$ cat config.mk
export PLATFORM = sky130hd
export DESIGN_NAME = strobe_cfg_port
export DESIGN_NICKNAME = d
export VERILOG_FILES = /design/src/rtl/scp_pkg.sv /design/src/rtl/scp_sync.sv /design/src/rtl/scp_shifter.sv /design/src/rtl/scp_bank.sv /design/src/rtl/strobe_cfg_port.sv
export SDC_FILE = /design/constraint.sdc
export NUM_CORES = 1
export LEC_CHECK = 0
export BUFFER_PORTS_ARGS = -buffer_cell sky130_fd_sc_hd__buf_2
export CAP_MARGIN = 20
export CORE_MARGIN = 10
export CORE_UTILIZATION = 50
export CTS_BUF_LIST = sky130_fd_sc_hd__clkbuf_16
export DETAILED_ROUTE_END_ITERATION = 16
export GPL_TIMING_DRIVEN = 0
export PLACE_DENSITY = 0.81
export SYNTH_ARGS = -nofsm -noshare
export SYNTH_HDL_FRONTEND = slang
export SYNTH_SLANG_ARGS = --single-unit
export TNS_END_PERCENT = 50
$ cat constraint.sdc
create_clock -name clk -period 1.45 [get_ports clk]
set_input_delay 0.145 -clock clk [delete_from_list [all_inputs] [get_ports clk]]
set_output_delay 0.145 -clock clk [all_outputs]
set_load 0.01 [all_outputs]
$ cat src/rtl/scp_pkg.sv
package scp_pkg;
  typedef enum logic {PH_ADDR = 1'b0, PH_DATA = 1'b1} phase_t;
endpackage

$ cat src/rtl/scp_sync.sv
module scp_sync #(
  parameter int W = 1,
  parameter logic [W-1:0] RST_VAL = '0
) (
  input  logic         clk,
  input  logic         rst,
  input  logic [W-1:0] d_i,
  output logic [W-1:0] q_o
);
  for (genvar g = 0; g < W; g++) begin : g_bit
    logic meta_q, out_q;
    always_ff @(posedge clk) begin
      if (rst) begin
        meta_q <= RST_VAL[g];
        out_q  <= RST_VAL[g];
      end else begin
        meta_q <= d_i[g];
        out_q  <= meta_q;
      end
    end
    assign q_o[g] = out_q;
  end
endmodule

$ cat src/rtl/scp_shifter.sv
module scp_shifter #(
  parameter int W = 8
) (
  input  logic         clk,
  input  logic         rst,
  input  logic         sel_s,
  input  logic         stb_s,
  input  logic         sdi_s,
  input  logic [W-1:0] status_i,
  output logic         sdo_o,
  output logic         done_o,
  output logic [W-1:0] byte_o
);
  localparam int CW = $clog2(W);
  localparam logic [CW-1:0] LAST = CW'(W - 1);

  logic          stb_d, sel_d;
  logic [CW-1:0] cnt;
  logic [W-1:0]  rx_q, tx_q, stat_q;
  logic          stb_rise, sel_fall;
  logic [W-1:0]  rx_next;

  assign stb_rise = stb_s & ~stb_d;
  assign sel_fall = ~sel_s & sel_d;
  assign rx_next  = {rx_q[W-2:0], sdi_s};

  always_ff @(posedge clk) begin
    if (rst) begin
      stb_d  <= 1'b0;
      sel_d  <= 1'b1;
      cnt    <= '0;
      rx_q   <= '0;
      tx_q   <= '0;
      stat_q <= '0;
      done_o <= 1'b0;
      byte_o <= '0;
    end else begin
      stb_d  <= stb_s;
      sel_d  <= sel_s;
      done_o <= 1'b0;
      if (sel_s) begin
        cnt  <= '0;
        tx_q <= '0;
      end else if (sel_fall) begin
        stat_q <= status_i;
        tx_q   <= status_i;
        cnt    <= '0;
      end else if (stb_rise) begin
        rx_q <= rx_next;
        if (cnt == LAST) begin
          cnt    <= '0;
          done_o <= 1'b1;
          byte_o <= rx_next;
          tx_q   <= stat_q;
        end else begin
          cnt  <= cnt + 1'b1;
          tx_q <= {tx_q[W-2:0], 1'b0};
        end
      end
    end
  end

  assign sdo_o = tx_q[W-1];


  tx_hold_chk: assert property (@(posedge clk) disable iff (rst)
    (!sel_s && !sel_fall && !stb_rise) |=> $stable(tx_q));

  abort_nodone_chk: assert property (@(posedge clk) disable iff (rst)
    sel_s |=> (!done_o && cnt == '0));

  idle_sdo_chk: assert property (@(posedge clk) disable iff (rst)
    $past(sel_s) |-> !sdo_o);
endmodule

$ cat src/rtl/scp_bank.sv
module scp_bank #(
  parameter int W     = 8,
  parameter int NREGS = 4
) (
  input  logic             clk,
  input  logic             rst,
  input  logic             we_i,
  input  logic [W-1:0]     addr_i,
  input  logic [W-1:0]     data_i,
  output logic [NREGS*W-1:0] regs_o
);
  localparam int IW = (NREGS > 1) ? $clog2(NREGS) : 1;

  logic [NREGS-1:0][W-1:0] mem;
  logic                    hit;

  assign hit = we_i && (int'(addr_i) < NREGS);

  always_ff @(posedge clk) begin
    if (rst) mem <= '0;
    else if (hit) mem[addr_i[IW-1:0]] <= data_i;
  end

  assign regs_o = mem;


  no_stray_write_chk: assert property (@(posedge clk) disable iff (rst)
    !hit |=> $stable(mem));

  write_lands_chk: assert property (@(posedge clk) disable iff (rst)
    hit |=> mem[$past(addr_i[IW-1:0])] == $past(data_i));
endmodule

$ cat src/rtl/strobe_cfg_port.sv
module strobe_cfg_port
  import scp_pkg::*;
#(
  parameter int NREGS = 4
) (
  input  logic               clk,
  input  logic               rst,
  input  logic               sel_n_i,
  input  logic               stb_i,
  input  logic               sdi_i,
  output logic               sdo_o,
  input  logic [7:0]         status_i,
  output logic               wr_pulse_o,
  output logic [7:0]         wr_addr_o,
  output logic [7:0]         wr_data_o,
  output logic [NREGS*8-1:0] regs_o
);
  localparam int W = 8;

  logic          sel_s, stb_s, sdi_s;
  logic [1:0]    dsync;
  logic          done;
  logic [W-1:0]  rx_byte, addr_q;
  phase_t        phase;

  scp_sync #(.W(1), .RST_VAL(1'b1)) u_sel_sync (
    .clk(clk), .rst(rst), .d_i(sel_n_i), .q_o(sel_s));
  scp_sync #(.W(2), .RST_VAL(2'b00)) u_dat_sync (
    .clk(clk), .rst(rst), .d_i({stb_i, sdi_i}), .q_o(dsync));
  assign stb_s = dsync[1];
  assign sdi_s = dsync[0];

  scp_shifter #(.W(W)) u_shift (
    .clk(clk), .rst(rst), .sel_s(sel_s), .stb_s(stb_s), .sdi_s(sdi_s),
    .status_i(status_i), .sdo_o(sdo_o), .done_o(done), .byte_o(rx_byte));

  always_ff @(posedge clk) begin
    if (rst) begin
      phase      <= PH_ADDR;
      addr_q     <= '0;
      wr_pulse_o <= 1'b0;
      wr_addr_o  <= '0;
      wr_data_o  <= '0;
    end else begin
      wr_pulse_o <= 1'b0;
      if (done) begin
        if (phase == PH_ADDR) begin
          addr_q <= rx_byte;
          phase  <= PH_DATA;
        end else begin
          wr_pulse_o <= 1'b1;
          wr_addr_o  <= addr_q;
          wr_data_o  <= rx_byte;
          phase      <= PH_ADDR;
        end
      end else if (sel_s) begin
        phase <= PH_ADDR;
      end
    end
  end

  scp_bank #(.W(W), .NREGS(NREGS)) u_bank (
    .clk(clk), .rst(rst), .we_i(wr_pulse_o), .addr_i(wr_addr_o),
    .data_i(wr_data_o), .regs_o(regs_o));


  one_cycle_pulse_chk: assert property (@(posedge clk) disable iff (rst)
    wr_pulse_o |=> !wr_pulse_o);

  pulse_follows_byte_chk: assert property (@(posedge clk) disable iff (rst)
    $rose(wr_pulse_o) |-> $past(done));

  idle_phase_chk: assert property (@(posedge clk) disable iff (rst)
    (sel_s && !done) |=> phase == PH_ADDR);
endmodule

==> results of run 1 <==
layout make-up:
type,count,area [sq um]
plain buffers,24,141
clock buffers,9,225
clock inverters,7,88.8
fillers,550,2520
inverters,1,7.51
multi-input cells,249,1770
flip-flops and latches,101,2040
well taps,99,124
repair buffers,74,424
synth_stat cells (5+ instances only):
master	instances	share of area, %
nand3_1	10	1.3
a22o_1	16	3.7
nand2b_1	43	7.1
buf_2	5	0.66
clkbuf_1	16	1.6
nand2_1	51	5.0
mux2i_1	40	11
dfxtp_1	101	53
a21oi_1	35	4.6
nor2_1	6	0.59
mux2_1	7	2.1
o22ai_1	7	1.1
o21ai_1	6	0.79
nor2b_1	8	1.3
worst max path at each step:
stage,end,slack [ns],depth (start not counted)
global route,u_bank.regs_o[20],-0.14,4
detailed placement,u_shift.rx_q[5],-0.24,5
global placement,u_shift.stat_q[0],-0.17,5
floorplan,u_shift.tx_q[1],-0.02,6
CTS,u_bank.regs_o[21],-0.09,4
finish,u_bank.regs_o[21],-0.07,4
cell usage in the layout (no fill, tap or decap), types with 10 or more instances in the layout:
cell type,n
buf_4,10
nand3_1,10
buf_2,64
nand2b_1,43
clkbuf_16,10
clkbuf_1,13
a21oi_1,33
dfxtp_1,94
a22o_1,16
nand2_1,50
mux2i_1,40
critical path: stages (launching register included):
cell     delay, ns
dfxtp_2       0.32
or4b_4        0.54
nor3b_2       0.19
buf_6         0.18
mux2i_1       0.20
metal layers:
layer  vias to the layer above  global-route usage [%]  wire [microns]
met5                         -                       0               0
met4                         0                    6.09             184
met3                        18                    5.15             584
met2                        78                    26.2            4420
met1                      1461                    19.5            3970
li1                       1463                       -               -
report_power, final:
part           switching (uW)  total (uW)  internal [uW]
clock network            1010        2510           1500
registers                9.86        2800           2790
logic                    79.4         138           59.0
total                    1100        5450           4350
metrics by stage:
stage                     setup TNS (ns)  total power, uW  hold slack (ns)  setup slack (ns)  instances
after global placement             -5.00             2980            0.325            -0.173        537
after detailed placement           -8.27             2990            0.328            -0.240        537
final                             -0.701             5450           0.0122           -0.0676        564
after floorplan                   -0.284             2940            0.242           -0.0227        376
after global routing               -2.46             5610           0.0302            -0.135        564
after CTS                          -1.50             5460           0.0152           -0.0937        562
cell families (layout without fill, tap and decap cells):
| family | Yosys count | after routing | synth area share [%] |
|---|---|---|---|
| AO/OA/AOI/OAI | 67 | 67 | 10.9 |
| AND/OR/NAND/NOR | 133 | 133 | 19.4 |
| buffers and inverters | 26 | 115 | 3.32 |
| adder cells (fa/ha/maj) | 2 | 2 | 0.657 |
| multiplexers | 47 | 47 | 12.6 |
| flip-flops | 101 | 101 | 53.1 |
timing repair:
| item | CTS | global route |
|---|---|---|
| setup buffers | 7 | 2 |
| endpoints found under the hold margin | 1 | 0 |
| pin swaps | 6 | 9 |
| hold buffers | 1 | 0 |
| cloned | 1 | 1 |
| setup endpoints to repair | 59 | 75 |
| gates resized for setup | 23 | 21 |
sequential cells by signal, indices dropped and copies added, names as in the netlist, 3 cells and up:
| signal | cells |
|---|---|
| u_bank.regs_o | 32 |
| addr_q | 8 |
| u_shift.byte_o | 8 |
| u_shift.stat_q | 8 |
| u_shift.tx_q | 8 |
| wr_addr_o | 8 |
| wr_data_o | 8 |
| u_shift.rx_q | 7 |
| u_shift.cnt | 3 |
==> reports/summary.md, run 1 <==
The clock latency on the worst-skew pair is 0.34 ns. TritonCTS built the clock tree. Of the available clock period, the critical path in the final layout requires 105%. The HPWL after detailed placement is 6.26 mm.

The flow ran to the end, but the final reports show violations. For the Yosys warning count, the log shows 0. The worst hold path terminates at u_dat_sync.g_bit[0].meta_q. The number of antenna diodes in the final layout is 0. Once the floorplan was initialized, standard cells occupied 52.0% of the core. Setup repair after global routing could not meet its margin everywhere. Once detail routing completed, the nets flagged for antenna violations numbered 0. Tracing the worst setup path back leads to its startpoint at wr_addr_o[6].

Power spread over the standard cell area amounts to 1130 nW/um^2. The final design instance area without fill was 4810 sq um; the area of the placeable core was 7330 sq um. The first global-routing pass estimated 15.2 mm of wire.

The synthesized design contains 101 register bits. The ratio of routed vias to standard cells came out at 5.35. The run gives 0 as the initial antenna violation count. The time the final worst path needs with I/O delays and setup was 1.52 ns; the required time at the endpoint of the critical path was 1.72 ns.

The floorplan step defined a die boundary enclosing 11,500 sq um. The tree built by TritonCTS fans out to 101 sinks. The tools report the setup slack after layout as -0.0676 ns. STA classifies the critical path startpoint as a flip-flop.

The run gives 3,020 as the via count of the first global-routing pass. In this run the tightest slew margin relative to its limit is 68.4%. The average instance area after synthesis came out at 10.1 sq um. The cell count of the worst reg-to-reg path works out to 4. Clock root buffer: clkbuf_16. After detailed routing, the total wire length is 9.16 mm. Along the worst hold path, the cell count comes to 2. Predominant post-synthesis flop cell: dfxtp_1.

The tools report the arrival time at the worst endpoint as 1.78 ns. The worst hold path begins at sdi_i. Worst supply voltage drop on vdd: 0.658 mV.

The post-synthesis to final-layout area growth works out to 26.4%. Summing over every cut layer, the via total after detailed routing is 3,020. After floorplanning, the core was divided into 31 placement rows.

After detailed routing, the number of remaining DRC violations is 0. Across all register-to-register paths, the minimum setup slack is -0.07 ns. The H-tree generated during clock tree synthesis spans 3 levels. The final global-route overflow total was 0; the number of nets produced by synthesis was 391. The congestion estimate from routability-driven global placement came to 0.786. At the end of the flow the core is filled with cells to 65.7%. After clock tree synthesis, the clock-pin slew on the worst setup and hold paths is 0.07 ns. The number of synthesized flops with an enable pin was 0. In this run, the number of DRC markers left after iteration 0 of detailed routing was 246. For the register area share after synthesis, the log shows 53.1%. At the pin with the least slew margin, the transition time is 0.474 ns.

The I/O pin count was 63. Max-cap violations in this run came to 0. The path type of the worst min-delay path is in2reg.

The number of pins exceeding their max-slew limit in the final report was 0; the maximum buffer depth of the clock tree was 2. The final count of hold timing violations came out at 0. The proportion of synthesized flip-flops having asynchronous set or reset is 0%, and the routed length per placed instance is 16.2 microns.

The mapped netlist covers 3810 sq um. For this run, the top clock speed supported by timing is 0.659 GHz. End of the worst register-to-register path: u_bank.regs_o[21].

The tools report the worst flop-to-flop path startpoint as wr_addr_o[6]. The maximum fanout encountered on the critical timing path is 8, and the largest net degree at the start of global routing is 17. The final reports fail on negative setup slack. The number of nets in the final layout was 475; the count of final setup violators was 17.

For the count of unique library cells instantiated by Yosys, the log shows 31. The number of input and output port buffers inserted works out to 62. After technology mapping, the gate count stands at 376. The worst setup path is of the reg2reg kind. Clock tree synthesis inserted a total of 9 buffers.

Across every metal layer, demand over resource in global routing totals 16.2%. From left edge to right edge, the die measures 107 microns. The share of final-layout standard cells stronger than drive strength 1 is 27.5%. The first detailed-routing pass took 4 iterations.

In this run the static leakage power is 0.00194 uW. Clock skew on the completed layout was measured at 0.00689 ns. The worst setup path is captured at a flip-flop. Once placement finished, the instance area stood at 4250 sq um. The die is 107 microns tall.
(Power assumes the default switching activity.)
==> run 2: changes to the inputs <==
- clock period: 1.45 -> 1.3 ns (I/O delays scaled with it)
==> reports/summary.md, run 2 (synthesized netlist as in run 1, its figures left out) <==
The cell row count was 31 (unchanged). The run gives 2,954 (-2.2%) as the via count of the first global-routing pass. For the area of the placeable core, the log shows 7330 sq um (unchanged).

The logs give -9.88 ns (-9.18 ns) for the sum of negative setup slack and 4910 sq um (+2.1%) for the final design instance area without fill. The estimated wirelength of the detail-placed design is 6.14 mm (-1.9%). Total track usage: 15.7% (-0.44 points). The time the final worst path needs with I/O delays and setup was 1.57 ns (+0.0566 ns).

The logs give 11,500 sq um (unchanged) for the die footprint and -0.27 ns (-0.21 ns) for the worst reg-to-reg setup slack. The logs give 101 (unchanged) for the number of clock sinks and 64.8% (-3.6 points) for the worst slew margin relative to its limit. Following the worst setup path forward leads to its endpoint at u_bank.regs_o[16]. The routed length per placed instance came out at 16.3 microns (+0.15%).

The total via count after detailed routing is 2,957 (-2.1%). The launch point of the critical path is wr_pulse_o. The worst setup path is launched from a flip-flop. The checks that failed: negative setup slack. The run gives 4290 sq um (+1.1%) as the instance area after placement. The CTS buffer count is 9 (unchanged).

The number of nets in the final layout was 475 (unchanged). The vertical die dimension was 107 microns (unchanged). The portion of the clock cycle consumed by the worst path in the final layout was 121% (+16 points). For the fmax, the log shows 0.635 GHz (-3.6%).

The post-synthesis to final-layout area growth came out at 29.0%. The run finished, with violations left. The largest net degree at the start of global routing was 19 (+2). The count of H-tree levels built during CTS is 3 (unchanged), and the flip-flop count of the largest register, all copies and words added is 32 (unchanged). For the wire length of the first global-routing pass, the log shows 14.8 mm (-2.5%).

The path type of the worst min-delay path is in2reg. The run gives 564 (unchanged) as the number of non-filler instances in the completed layout. The number of maximum-capacitance constraint violations is 0 (unchanged). The initial core utilization was 52.0% (unchanged); the required time at the endpoint of the critical path was 1.56 ns (-0.16 ns). The cell count of the worst reg-to-reg path was 4 (unchanged); the DRC violation count after routing was 0 (unchanged).

The floorplan die width was 107 microns (unchanged). The run gives 0.803 (+2.2%) as the routability-driven placement congestion ratio. The maximum buffer depth of the clock tree was 2 (unchanged); the I/O pin count was 63 (unchanged). Worst supply voltage drop on vdd: 0.827 mV (+26%). The clock-pin slew on the worst setup and hold paths is 0.07 ns (about the same). For the total placed cells including tap cells, the log shows 537 (unchanged). The measured slew at the worst slew-check pin came out at 0.527 ns (+0.0528 ns). The tools report the initial antenna violation count as 0 (unchanged).

The maximum fanout encountered on the critical timing path is 8 (unchanged). Total power density per cell area: 1180 nW/um^2 (+4.3%). The worst clock skew was 0.00842 ns (+0.00153 ns). The critical path in this run is classified as reg2reg. TritonCTS built the clock tree.

The library cells used most frequently in the layout, excluding fill and tap cells, are dfxtp_1 (92), buf_2 (63), nand2_1 (44). The count of final setup violators was 55 (+38). The DRC violation total after the first TritonRoute iteration came out at 199 (-19%).

Final global-route overflow total: 0 (unchanged). The clock latency on the worst-skew pair is 0.34 ns (about the same). The arrival time at the worst endpoint is 1.84 ns (+0.06 ns), and the antenna diode count is 0 (unchanged).

The count of filler cells inserted in the layout was 544 (-1.1%); the leakage component of the power was 0.00193 uW (-0.56%). The worst setup path is captured at a flip-flop. The number of pins exceeding their max-slew limit in the final report is 0 (unchanged), and the final wirelength is 9.18 mm (+0.15%). The number of nets with antenna violations after detailed routing came out at 0 (unchanged). The startpoint identified for the worst register-to-register timing path is wr_pulse_o. The tools report the final count of hold timing violations as 0 (unchanged).

Number of input and output port buffers inserted: 62 (unchanged). Setup repair after global routing could not meet its margin everywhere. The setup slack after layout was -0.274 ns (-0.207 ns); the first-pass detailed-route iteration total was 4 (unchanged). The share of final-layout standard cells stronger than drive strength 1 was 33.5% (+6.0 points).

Leaving out fill and tap cells, the most frequent cell in the layout is dfxtp_1. The root buffer cell chosen for the clock tree is clkbuf_16. In this run the critical register-to-register path is captured at u_bank.regs_o[16]. The ratio of routed vias to standard cells came out at 5.24 (-2.1%).
## run 2: area by class of cell
type | count | area (sq um) | area share, %
flip-flops and latches | 101 | 2040 | 41.5
multi-input cells | 249 | 1870 | 38.1
repair buffers | 74 | 443 | 9.02
clock buffers | 9 | 225 | 4.58
plain buffers | 23 | 139 | 2.83
well taps | 99 | 124 | 2.52
clock inverters | 7 | 55.1 | 1.12
inverters | 1 | 7.51 | 0.153
repair inverters | 1 | 7.51 | 0.153
## run 2: worst max-delay path, stage by stage (launching register included)
cell and delay, ns:
dfxtp_1 0.37, or4b_4 0.51, nor3b_4 0.22, buf_6 0.19
mux2i_1 0.21
## run 2: how the worst min path moves through the flow
stage | start | end | slack, ns | depth (start not counted)
CTS | status_i[0] | u_shift.stat_q[0] | 0.04 | 3
global placement | sel_n_i | u_sel_sync.g_bit[0].meta_q | 0.31 | 2
global route | status_i[0] | u_shift.stat_q[0] | 0.05 | 3
detailed placement | sel_n_i | u_sel_sync.g_bit[0].meta_q | 0.32 | 2
floorplan | sel_n_i | u_sel_sync.g_bit[0].meta_q | 0.23 | 1
finish | status_i[0] | u_shift.stat_q[0] | 0.04 | 3
## run 2: per-stage QoR
stage | hold slack [ns] | util [%] | worst slack (ns) | total power (uW)
after detailed placement | 0.319 | 58.5 | -0.377 | 3330
after CTS | 0.0377 | 65.2 | -0.269 | 5830
after floorplan | 0.227 | - | -0.170 | 3280
after global routing | 0.0534 | 67.0 | -0.343 | 5990
after global placement | 0.306 | 58.5 | -0.374 | 3330
final | 0.0435 | 67.0 | -0.274 | 5800
## run 2: routing by layer
layer	global-route usage, %	share of wire [%]
met1	19.3	45
met2	25.5	48
met3	3.65	4.9
met4	7.25	2.1
met5	0	0
## run 2: where the power goes
| group | total (uW) | internal (uW) | leakage, uW | switching (uW) |
|---|---|---|---|---|
| Clock | 2520 | 1320 | 0.000133 | 1200 |
| Sequential | 3120 | 3110 | 0.000819 | 11.3 |
| Combinational | 164 | 72.1 | 0.000977 | 91.5 |
| Total | 5800 | 4500 | 0.00193 | 1300 |
## run 2: what timing repair did
item	in CTS	in global routing
endpoints found under the setup margin	77	85
resized for setup	37	36
pin swaps	22	8
cloned	1	1
endpoints found under the hold margin	3	0
hold buffers	3	0
buffers inserted	7	1
==> run 3: changes to the inputs <==
- CORE_ASPECT_RATIO: unset -> 2
- CORE_UTILIZATION: 50 -> 51
- PLACE_DENSITY: 0.81 -> 0.82
- SYNTH_HIERARCHICAL: unset -> 1
==> reports/summary.md, run 3 <==
The predominant post-synthesis flop cell was dfxtp_1. The area share of the leading cell type in the synthesized netlist was 49.3% (-3.8 points); the flip-flop count of the largest register, all copies and words added was 32 (unchanged). The total track usage was 15.4% (-0.31 points); the cell row count was 46 (+48%). Most frequent standard cell in the layout excluding fill and tap cells: dfxtp_1.

Clock-pin slew on the worst setup and hold paths: 0.06 ns (about the same). Total power density per cell area: 1170 nW/um^2 (-1.1%). Worst clock skew: 0.00846 ns (+0.0000347 ns). The run gives 0.00213 uW (+10%) as the leakage component of the power. The clock latency on the worst-skew pair is 0.34 ns (about the same), and the number of pins exceeding their max-slew limit in the final report is 0 (unchanged).

The area of the placeable core came out at 7890 sq um (+7.6%). The run gives 3 (unchanged) as the count of H-tree levels built during CTS. The DRC violation count after routing was 0 (unchanged). The tree is rooted in a clkbuf_16. In the post-synthesis netlist, the biggest area contributors are dfxtp_1 (49%), mux2i_1 (16%), nand2b_1 (13%). The run finished, with violations left. The arrival time at the worst endpoint is 1.65 ns (-0.19 ns), and the measured slew at the worst slew-check pin is 0.527 ns (+0.000273 ns).

By startpoint and endpoint, the worst setup path is classified as reg2reg. The post-synthesis to final-layout area growth was 22.0%. The worst slew margin relative to its limit was 64.9% (+0.074 points). Floorplan die width: 83.4 microns (-22%). The run gives 487 (+2.5%) as the number of nets in the final layout. The initial antenna violation count is 0 (unchanged), and the setup slack after layout is -0.132 ns (+0.142 ns). The routed length per placed instance is 16.5 microns (+1.3%).

The worst supply voltage drop on vdd came out at 0.896 mV (+8.4%). The proportion of synthesized flip-flops having asynchronous set or reset works out to 0% (unchanged). In the layout the commonest cells are dfxtp_1 (94), nand2b_1 (83), buf_2 (65). Number of cells produced by synthesis: 391 (+4.0%). Required time at the endpoint of the critical path: 1.52 ns (-0.04 ns). The ratio of routed vias to standard cells was 5.26 (+0.34%).

The worst setup path is launched from a flip-flop. The tools report the CTS buffer count as 9 (unchanged). The synthesized flop and latch total is 101 (unchanged), and the share of final-layout standard cells stronger than drive strength 1 is 27.6% (-6.0 points). Antenna diode count: 0 (unchanged). The I/O pin count is 63 (unchanged).

First-pass detailed-route iteration total: 4 (unchanged). The number of maximum-capacitance constraint violations was 0 (unchanged); the time the final worst path needs with I/O delays and setup was 1.43 ns (-0.142 ns). The sum of negative setup slack was -3.42 ns (+6.46 ns).

The routability-driven placement congestion ratio is 0.832 (+3.6%), and the area of all sequential standard cells is 2030 sq um (-0.49%). For the count of unique library cells instantiated by Yosys, the log shows 31 (unchanged). The checks that failed: negative setup slack.

The run gives 7.01 mm (+14%) as the estimated wirelength of the detail-placed design. The number of input and output port buffers inserted came out at 62 (unchanged). TritonCTS built the clock tree. The most frequent cell after synthesis was dfxtp_1. The count of filler cells inserted in the layout was 639 (+17%).

The vertical die dimension came out at 147 microns (+37%). The area of combinational cells with multiple inputs came out at 2000 sq um (+6.9%). The logs give 407 (+4.1%) for the number of nets produced by synthesis and 0.698 GHz (+9.9%) for the fmax. The maximum fanout encountered on the critical timing path is 8 (unchanged), and the portion of the clock cycle consumed by the worst path in the final layout is 110% (-11 points). Die footprint: 12,200 sq um (+6.4%). The largest net degree at the start of global routing is 25 (+6).

Setup repair after global routing could not meet its margin everywhere. For the synthesized cell area, the log shows 4100 sq um (+7.7%). The DRC violation total after the first TritonRoute iteration was 139 (-30%); the average instance area after synthesis was 10.5 sq um (+3.6%). Nature of the critical path endpoint: a flip-flop. The number of synthesized flops with an enable pin is 0 (unchanged), and the register area share after synthesis is 49.3% (-3.8 points). The number of nets with antenna violations after detailed routing is 0 (unchanged). The total via count after detailed routing is 3,004 (+1.6%), and the final count of hold timing violations is 0 (unchanged). By count the netlist is led by dfxtp_1 (101), nand2b_1 (83), mux2i_1 (64). The run gives 37 (-33%) as the count of final setup violators. The logs give 2 (unchanged) for the maximum buffer depth of the clock tree and 6 (+6) for the Yosys warning count. The tools report the final wirelength as 9.41 mm (+2.5%).

The path type of the worst min-delay path was in2reg. The final global-route overflow total came out at 0 (unchanged). The biggest area contributor in the post-synthesis netlist is dfxtp_1. The wire length of the first global-routing pass was 15.6 mm (+5.3%); the number of clock sinks was 101 (unchanged).

The smallest hold slack is 0.0136 ns (-0.0299 ns), and the via count of the first global-routing pass is 3,189 (+8.0%). For the initial core utilization, the log shows 52.0% (+0.077 points).
run 3: stage by stage:
step | utilization (%) | total power, uW | setup WS, ns | instances | area, sq um
after floorplan | - | 3310 | -0.0739 | 391 | 4130
after global placement | 57.8 | 3370 | -0.259 | 549 | 4560
after detailed placement | 57.8 | 3380 | -0.307 | 549 | 4560
after CTS | 63.3 | 5920 | -0.121 | 570 | 4990
after global routing | 63.5 | 6060 | -0.216 | 571 | 5000
final | 63.5 | 5850 | -0.132 | 571 | 5000
run 3: cells by family (layout without fill, tap and decap cells):
family | count (synthesis) | count (layout) | share of synthesized area, %
AOI/OAI and AO/OA | 34 | 34 | 6.10
adders and majority gates | 3 | 3 | 0.915
buffers and inverters | 27 | 111 | 3.75
DFF | 101 | 101 | 49.3
muxes | 64 | 64 | 15.6
and+or+nand+nor | 162 | 162 | 24.3
run 3: cell type report:
type / count / area share, %
tap: 96 / 2.40
buffer: 27 / 4.13
clock buffer: 9 / 4.50
multi-input combinational: 263 / 40.0
sequential: 101 / 40.6
timing repair buffer: 69 / 7.35
clock inverter: 6 / 1.10
run 3: critical path, stage by stage, from the launching register on:
cell     delay [ns]
dfxtp_2        0.34
nor4b_4        0.35
buf_4          0.19
nand4_4        0.23
mux2i_1        0.20
run 3: final timing paths:
check | slack (ns) | end | start | cells past startpoint
worst max register to register | -0.13 | u_bank/regs_o[25] | wr_addr_o[2] | 4
worst min register to register | 0.42 | u_sel_sync/q_o | u_sel_sync/g_bit[0].meta_q | 1
worst min-delay path | 0.01 | u_dat_sync/g_bit[1].meta_q | stb_i | 2
worst max-delay path | -0.13 | u_bank/regs_o[25] | wr_addr_o[2] | 4
run 3: repair_timing:
item | CTS | global route
pin swaps | 13 | 5
setup buffers | 4 | 1
endpoints found under the hold margin | 2 | 0
hold buffers | 2 | 0
endpoints found under the setup margin | 56 | 53
resized for setup | 24 | 4
run 3: per-layer routing:
layer | part of all wire, % | up-vias | track usage (%) | wire length [microns]
met5 | 0 | - | 0 | 0
met1 | 35 | 1439 | 14.0 | 3320
met2 | 58 | 64 | 30.2 | 5460
li1 | - | 1484 | - | -
met4 | 2.4 | 0 | 7.15 | 225
met3 | 4.3 | 17 | 4.15 | 402
run 3: where the power goes:
| group | switching, uW | internal [uW] |
|---|---|---|
| clock | 1070 | 1460 |
| sequential | 12.0 | 3110 |
| combinational | 94.3 | 93.9 |
| total | 1180 | 4670 |
